$ cat src/rtl/eth_rx_crc_pkg.sv
package eth_rx_crc_pkg;

    localparam int NIB_W  = 4;
    localparam int BYTE_W = 2 * NIB_W;
    localparam int CRC_W  = 32;

    typedef enum logic [1:0] {
        RX_IDLE = 2'd0,
        RX_HUNT = 2'd1,
        RX_DATA = 2'd2
    } rx_phase_e;

    // Fold one byte into a reflected CRC register, least significant bit first.
    function automatic logic [CRC_W-1:0] crc_fold_byte(
        input logic [CRC_W-1:0]  crc_in,
        input logic [BYTE_W-1:0] data_in,
        input logic [CRC_W-1:0]  poly
    );
        logic [CRC_W-1:0] c;
        c = crc_in ^ {{(CRC_W-BYTE_W){1'b0}}, data_in};
        for (int k = 0; k < BYTE_W; k++) begin
            if (c[0]) c = (c >> 1) ^ poly;
            else      c = c >> 1;
        end
        return c;
    endfunction

    function automatic logic [CRC_W-1:0] bit_mirror(input logic [CRC_W-1:0] v);
        logic [CRC_W-1:0] r;
        for (int k = 0; k < CRC_W; k++) r[k] = v[CRC_W-1-k];
        return r;
    endfunction

endpackage

$ cat src/rtl/rx_nibble_framer.sv
module rx_nibble_framer
    import eth_rx_crc_pkg::*;
#(
    parameter logic [NIB_W-1:0] SFD_NIB = 4'hD
) (
    input  logic              clk,
    input  logic              rst_n,
    input  logic              rx_dv,
    input  logic [NIB_W-1:0]  rxd,
    input  logic              rx_er,
    output logic [BYTE_W-1:0] byte_data,
    output logic              byte_vld,
    output logic              sof,
    output logic              eof,
    output logic              eof_odd,
    output logic              eof_err
);

    typedef struct packed {
        rx_phase_e         st;
        logic              half;
        logic [NIB_W-1:0]  low;
        logic [BYTE_W-1:0] data_b;
        logic              bv;
        logic              sof;
        logic              eof;
        logic              odd;
        logic              err;
        logic              err_acc;
    } framer_t;

    framer_t fr_d, fr_q;

    always_comb begin
        fr_d     = fr_q;
        fr_d.bv  = 1'b0;
        fr_d.sof = 1'b0;
        fr_d.eof = 1'b0;
        unique case (fr_q.st)
            RX_IDLE, RX_HUNT: begin
                if (!rx_dv) begin
                    fr_d.st = RX_IDLE;
                end else if (rxd == SFD_NIB) begin
                    fr_d.st      = RX_DATA;
                    fr_d.sof     = 1'b1;
                    fr_d.half    = 1'b0;
                    fr_d.err_acc = 1'b0;
                end else begin
                    fr_d.st = RX_HUNT;
                end
            end
            RX_DATA: begin
                if (!rx_dv) begin
                    fr_d.st  = RX_IDLE;
                    fr_d.eof = 1'b1;
                    fr_d.odd = fr_q.half;
                    fr_d.err = fr_q.err_acc;
                end else begin
                    if (rx_er) fr_d.err_acc = 1'b1;
                    if (!fr_q.half) begin
                        fr_d.low  = rxd;
                        fr_d.half = 1'b1;
                    end else begin
                        fr_d.data_b = {rxd, fr_q.low};
                        fr_d.bv     = 1'b1;
                        fr_d.half   = 1'b0;
                    end
                end
            end
            default: fr_d.st = RX_IDLE;
        endcase
    end

    always_ff @(posedge clk or negedge rst_n) begin
        if (!rst_n) begin
            fr_q <= '{st: RX_IDLE, default: '0};
        end else begin
            fr_q <= fr_d;
        end
    end

    assign byte_data = fr_q.data_b;
    assign byte_vld  = fr_q.bv;
    assign sof       = fr_q.sof;
    assign eof       = fr_q.eof;
    assign eof_odd   = fr_q.odd;
    assign eof_err   = fr_q.err;

endmodule

$ cat src/rtl/rx_crc_engine.sv
module rx_crc_engine
    import eth_rx_crc_pkg::*;
#(
    parameter logic [CRC_W-1:0] POLY      = 32'hEDB88320,
    parameter int               FCS_BYTES = 4
) (
    input  logic              clk,
    input  logic              rst_n,
    input  logic              sof,
    input  logic              byte_vld,
    input  logic [BYTE_W-1:0] byte_data,
    output logic [CRC_W-1:0]  crc_state,
    output logic [CRC_W-1:0]  crc_body
);

    localparam int HIST_LAST = FCS_BYTES - 1;

    typedef struct packed {
        logic [CRC_W-1:0]                crc;
        logic [FCS_BYTES-1:0][CRC_W-1:0] hist;
    } engine_t;

    engine_t en_d, en_q;
    logic [FCS_BYTES-1:0][CRC_W-1:0] hist_shift;

    // History of register values one byte apart; the oldest entry is the
    // state reached before the final check bytes entered.
    for (genvar i = 0; i < FCS_BYTES; i++) begin : g_hist
        if (i == 0) begin : g_head
            assign hist_shift[i] = en_q.crc;
        end else begin : g_tail
            assign hist_shift[i] = en_q.hist[i-1];
        end
    end

    always_comb begin
        en_d = en_q;
        if (sof) begin
            en_d.crc  = '1;
            en_d.hist = '1;
        end else if (byte_vld) begin
            en_d.hist = hist_shift;
            en_d.crc  = crc_fold_byte(en_q.crc, byte_data, POLY);
        end
    end

    always_ff @(posedge clk or negedge rst_n) begin
        if (!rst_n) begin
            en_q <= '1;
        end else begin
            en_q <= en_d;
        end
    end

    assign crc_state = en_q.crc;
    assign crc_body  = en_q.hist[HIST_LAST];

endmodule

$ cat src/rtl/rx_fcs_verdict.sv
module rx_fcs_verdict
    import eth_rx_crc_pkg::*;
#(
    parameter logic [CRC_W-1:0] RESIDUE = 32'hC704DD7B
) (
    input  logic             clk,
    input  logic             rst_n,
    input  logic             eof,
    input  logic             eof_odd,
    input  logic             eof_err,
    input  logic [CRC_W-1:0] crc_state,
    input  logic [CRC_W-1:0] crc_body,
    output logic             frame_done,
    output logic             fcs_ok,
    output logic [CRC_W-1:0] fcs_calc
);

    // The residual is quoted in MSB-first form; the register is reflected.
    localparam logic [CRC_W-1:0] RESIDUE_REG = bit_mirror(RESIDUE);

    typedef struct packed {
        logic             done;
        logic             ok;
        logic [CRC_W-1:0] fcs;
    } verdict_t;

    verdict_t vd_d, vd_q;

    always_comb begin
        vd_d      = vd_q;
        vd_d.done = 1'b0;
        if (eof) begin
            vd_d.done = 1'b1;
            vd_d.ok   = (crc_state == RESIDUE_REG) && !eof_odd && !eof_err;
            vd_d.fcs  = ~crc_body;
        end
    end

    always_ff @(posedge clk or negedge rst_n) begin
        if (!rst_n) begin
            vd_q <= '0;
        end else begin
            vd_q <= vd_d;
        end
    end

    assign frame_done = vd_q.done;
    assign fcs_ok     = vd_q.ok;
    assign fcs_calc   = vd_q.fcs;

endmodule

$ cat src/rtl/eth_rx_crc_check.sv
module eth_rx_crc_check
    import eth_rx_crc_pkg::*;
#(
    parameter logic [CRC_W-1:0] POLY      = 32'hEDB88320,
    parameter logic [CRC_W-1:0] RESIDUE   = 32'hC704DD7B,
    parameter int               FCS_BYTES = 4,
    parameter logic [NIB_W-1:0] SFD_NIB   = 4'hD
) (
    input  logic        clk,
    input  logic        rst_n,
    input  logic        rx_dv,
    input  logic [3:0]  rxd,
    input  logic        rx_er,
    output logic        frame_done,
    output logic        fcs_ok,
    output logic [31:0] fcs_calc
);

    logic [BYTE_W-1:0] byte_w;
    logic              byte_vld_w;
    logic              sof_w;
    logic              eof_w;
    logic              eof_odd_w;
    logic              eof_err_w;
    logic [CRC_W-1:0]  crc_state_w;
    logic [CRC_W-1:0]  crc_body_w;

    rx_nibble_framer #(.SFD_NIB(SFD_NIB)) u_framer (
        .clk      (clk),
        .rst_n    (rst_n),
        .rx_dv    (rx_dv),
        .rxd      (rxd),
        .rx_er    (rx_er),
        .byte_data(byte_w),
        .byte_vld (byte_vld_w),
        .sof      (sof_w),
        .eof      (eof_w),
        .eof_odd  (eof_odd_w),
        .eof_err  (eof_err_w)
    );

    rx_crc_engine #(.POLY(POLY), .FCS_BYTES(FCS_BYTES)) u_engine (
        .clk      (clk),
        .rst_n    (rst_n),
        .sof      (sof_w),
        .byte_vld (byte_vld_w),
        .byte_data(byte_w),
        .crc_state(crc_state_w),
        .crc_body (crc_body_w)
    );

    rx_fcs_verdict #(.RESIDUE(RESIDUE)) u_verdict (
        .clk       (clk),
        .rst_n     (rst_n),
        .eof       (eof_w),
        .eof_odd   (eof_odd_w),
        .eof_err   (eof_err_w),
        .crc_state (crc_state_w),
        .crc_body  (crc_body_w),
        .frame_done(frame_done),
        .fcs_ok    (fcs_ok),
        .fcs_calc  (fcs_calc)
    );

endmodule

$ cat config.mk
export PLATFORM = sky130hd
export DESIGN_NAME = eth_rx_crc_check
export DESIGN_NICKNAME = d
export VERILOG_FILES = /design/src/rtl/eth_rx_crc_pkg.sv /design/src/rtl/rx_nibble_framer.sv /design/src/rtl/rx_crc_engine.sv /design/src/rtl/rx_fcs_verdict.sv /design/src/rtl/eth_rx_crc_check.sv
export SDC_FILE = /design/constraint.sdc
export NUM_CORES = 1
export LEC_CHECK = 0
export CAP_MARGIN = 20
export CORE_MARGIN = 2
export CORE_UTILIZATION = 50
export CTS_CLUSTER_SIZE = 30
export DETAILED_ROUTE_END_ITERATION = 6
export PLACE_DENSITY_LB_ADDON = 0.08
export SYNTH_ARGS = -nofsm -noshare
export SYNTH_HDL_FRONTEND = slang
export SYNTH_HIERARCHICAL = 1
export SYNTH_SLANG_ARGS = --single-unit
$ cat constraint.sdc
create_clock -name clk -period 3.9 [get_ports clk]
set_clock_uncertainty 0.05 [all_clocks]
set_input_delay 0.78 -clock clk [delete_from_list [all_inputs] [get_ports clk]]
set_output_delay 0.78 -clock clk [all_outputs]
set_load 0.02 [all_outputs]
==> run summary <==
global-route congestion overflow total: 0
share of the clock period used by the worst path after layout: 60.9%
width of the die: 148 um
latest clock arrival within the worst-skew pair: 0.51 ns
Internal Power: 5.29 mW
residual DRC count: 0
critical path class: flip-flop to flip-flop
clock transition at the registers of the reported paths: 0.06 ns
Vias: 5792
mapped cell area: 10300 um^2
crit path DAT: 2.76 ns
clock tree from TritonCTS: yes
GRT Total Usage: 17.1%
switching share of total power: 28.0%
Power Density: 657 nW/um^2
critical path peak fanout: 6
buffer depth of the longest clock path: 3
fin area: 11200 um^2
number of buffers inserted to repair setup after CTS: 0
leakage power of the design: 4.67 nW
Starting Density: 51.0%
share of final-layout standard cells stronger than drive strength 1: 30.0%
Via-to-Cell Ratio: 5.30
startpoint kind of the worst setup timing path: flip-flop
most common flop cell mapped by yosys: sky130_fd_sc_hd__dfstp_2
die height: 148 um
Antenna Diode Count: 0
antenna violations before repair: 0
TritonCTS Buffers: 24
path category of the worst min-delay check: input port to async pin
highest-count cells in the layout ignoring fill and taps: sky130_fd_sc_hd__dfstp_2 (160), sky130_fd_sc_hd__a211o_1 (137), sky130_fd_sc_hd__nor2b_1 (74)
Mean Syn Cell Area: 12.0 um^2
post-route setup TNS: 0 ns
number of levels in the clock H-tree: 1
outcome: finished, final reports clean
post-synthesis to final-layout area growth: 8.47%
Filler cells: 1758
maximum clock rate: 0.421 GHz
number of port buffers: 41
first-pass GRT wire length: 30800 um
number of cells on the worst reg-to-reg path: 5
count of boundary I/O pins: 42
total of warnings raised by yosys: 6
number of instances in the synthesized netlist: 859
async set-reset flop share out of synthesis: 100%
share of power burned in combinational logic: 25.0%
power share of the clock group: 28.8%
GP Congestion: 0.841
NetSw: 2.06 mW
number of enable flip-flop cells after synthesis: 0
headroom to the max-slew limit: 27.6%
synthesized net count: 867
sequential element share of the synthesized area: 54.1%
transition at the pin with the smallest max-transition slack: 1.09 ns
Peak supply drop: 0.000308 V
hold buffer count at CTS: 0
post-detailed-route count of antenna-violating nets: 0
clock root buffer: sky130_fd_sc_hd__clkbuf_16
count of TritonRoute iterations in the first routing pass: 5
unrepaired setup endpoints after global routing: no
Critical Path Sink Type: flip-flop
floorplan die area: 21800 um^2
Post-layout nets: 814
final routed wire length divided by cell count: 16.6 um
Resized Gates After CTS: 0
data required time of the critical path: 4.28 ns
final-report setup violation count: 0
number of global-route vias before repair: 5710
max cap viols: 0
Total Routed Length: 18100 um
fin. max-slew vios: 0
final core occ: 55.3%
final hold violations: 0
pin count of the biggest net entering global routing: 244
Placeable Area: 20200 um^2
post-route minimum period: 2.37 ns
Initial DRC Count: 387
number of core rows: 52
area of placed instances: 10400 um^2
detailed placement HPWL: 10900 um
total clock sinks: 215
most common cell after layout, fill and taps aside: sky130_fd_sc_hd__dfstp_2
register bit count reported by yosys: 215
sequential group share of total power: 46.2%
Cell variety after synth: 51
## path summary, 6_finish.rpt
path / start / end / slack [ns]
setup / recovery: u_engine/crc_state[7] / u_engine/crc_state[23] / 1.53
hold / removal: rst_n / u_verdict/fcs_calc[5] / 0.16
setup reg to reg: u_engine/crc_state[7] / u_engine/crc_state[23] / 1.53
hold reg to reg: u_framer/fr_q[19] / u_framer/eof / 0.43
max in group asynchronous: rst_n / u_engine/en_q[19] / 2.56
min in group clk: u_framer/fr_q[19] / u_framer/eof / 0.43
## per-layer routing
layer	GRT usage [%]	part of all wire [%]	vias up
met5	0	0	-
met4	3.94	1.2	0
met3	3.15	4.1	20
met2	25.0	45	114
met1	26.4	50	2897
li1	-	-	2761
## cells in the mapped netlist, types with 4 or more instances
cell	count	share of area [%]
sky130_fd_sc_hd__dfstp_2	160	41
sky130_fd_sc_hd__a211o_1	137	12
sky130_fd_sc_hd__nor2b_1	74	4.5
sky130_fd_sc_hd__buf_4	72	5.2
sky130_fd_sc_hd__and2_1	63	3.8
sky130_fd_sc_hd__dfrtp_1	55	13
sky130_fd_sc_hd__clkbuf_1	48	1.7
sky130_fd_sc_hd__xnor2_1	35	3.0
sky130_fd_sc_hd__inv_1	31	1.1
sky130_fd_sc_hd__mux2i_1	31	3.0
sky130_fd_sc_hd__nor2_1	22	0.80
sky130_fd_sc_hd__a21oi_1	21	1.0
sky130_fd_sc_hd__xor2_1	19	1.6
sky130_fd_sc_hd__or2_2	14	0.85
sky130_fd_sc_hd__mux2_4	8	1.2
sky130_fd_sc_hd__xnor2_2	6	0.95
sky130_fd_sc_hd__buf_1	5	0.18
sky130_fd_sc_hd__buf_2	4	0.19
sky130_fd_sc_hd__mux2_1	4	0.44
sky130_fd_sc_hd__nand2_1	4	0.15
## flip-flops by register name, indices dropped and copies added, names as in the netlist
signal / flops
u_framer/fr_q: 8
u_framer/eof_err: 1
u_verdict/fcs_calc: 32
u_engine/crc_body: 32
u_verdict/fcs_ok: 1
u_framer/byte_vld: 1
u_framer/byte_data: 8
u_framer/eof: 1
u_engine/en_q: 96
u_engine/crc_state: 32
u_verdict/frame_done: 1
u_framer/sof: 1
u_framer/eof_odd: 1
## layout make-up
cell class | instances | area, um^2 | area share [%]
sequential | 215 | 5590 | 50.0
clock inverter | 1 | 11.3 | 0.101
multi-input combinational | 482 | 3850 | 34.4
inverter | 33 | 124 | 1.11
tap | 270 | 338 | 3.02
timing repair buffer | 50 | 539 | 4.82
clock buffer | 41 | 736 | 6.58
## worst max-delay path: stages, from the launching register on
cell                      delay [ns]
sky130_fd_sc_hd__dfstp_2        0.60
sky130_fd_sc_hd__xor2_4         0.27
sky130_fd_sc_hd__xnor3_2        0.51
sky130_fd_sc_hd__xor2_2         0.33
sky130_fd_sc_hd__xor3_1         0.40
sky130_fd_sc_hd__o21ai_1        0.13
## cells by family after synthesis
family,synth area share [%]
DFF,54.1
and+or+nand+nor,12.3
AOI/OAI and AO/OA,13.1
buffers and inverters,8.56
xor gates and xnor gates,7.07
muxes,4.83
## power by group through the flow
stage	clock (mW)	combinational [mW]	sequential, mW
after floorplan	0	1.52	3.39
after CTS	2.18	1.84	3.40
after detailed placement	0	1.82	3.43
final	2.12	1.84	3.39
after global placement	0	1.79	3.41
after global routing	2.30	2.00	3.47
## per-stage QoR
stage                     hold slack, ns  worst slack, ns  power [mW]  cells
final                              0.163             1.53        7.34   1092
after global routing               0.180             1.43        7.78   1092
after CTS                          0.420             1.53        7.42   1091
after detailed placement           0.430             1.54        5.26   1049
after global placement             0.418             1.63        5.21   1049
after floorplan                    0.299             1.73        4.90    859
(Power assumes the default switching activity.)
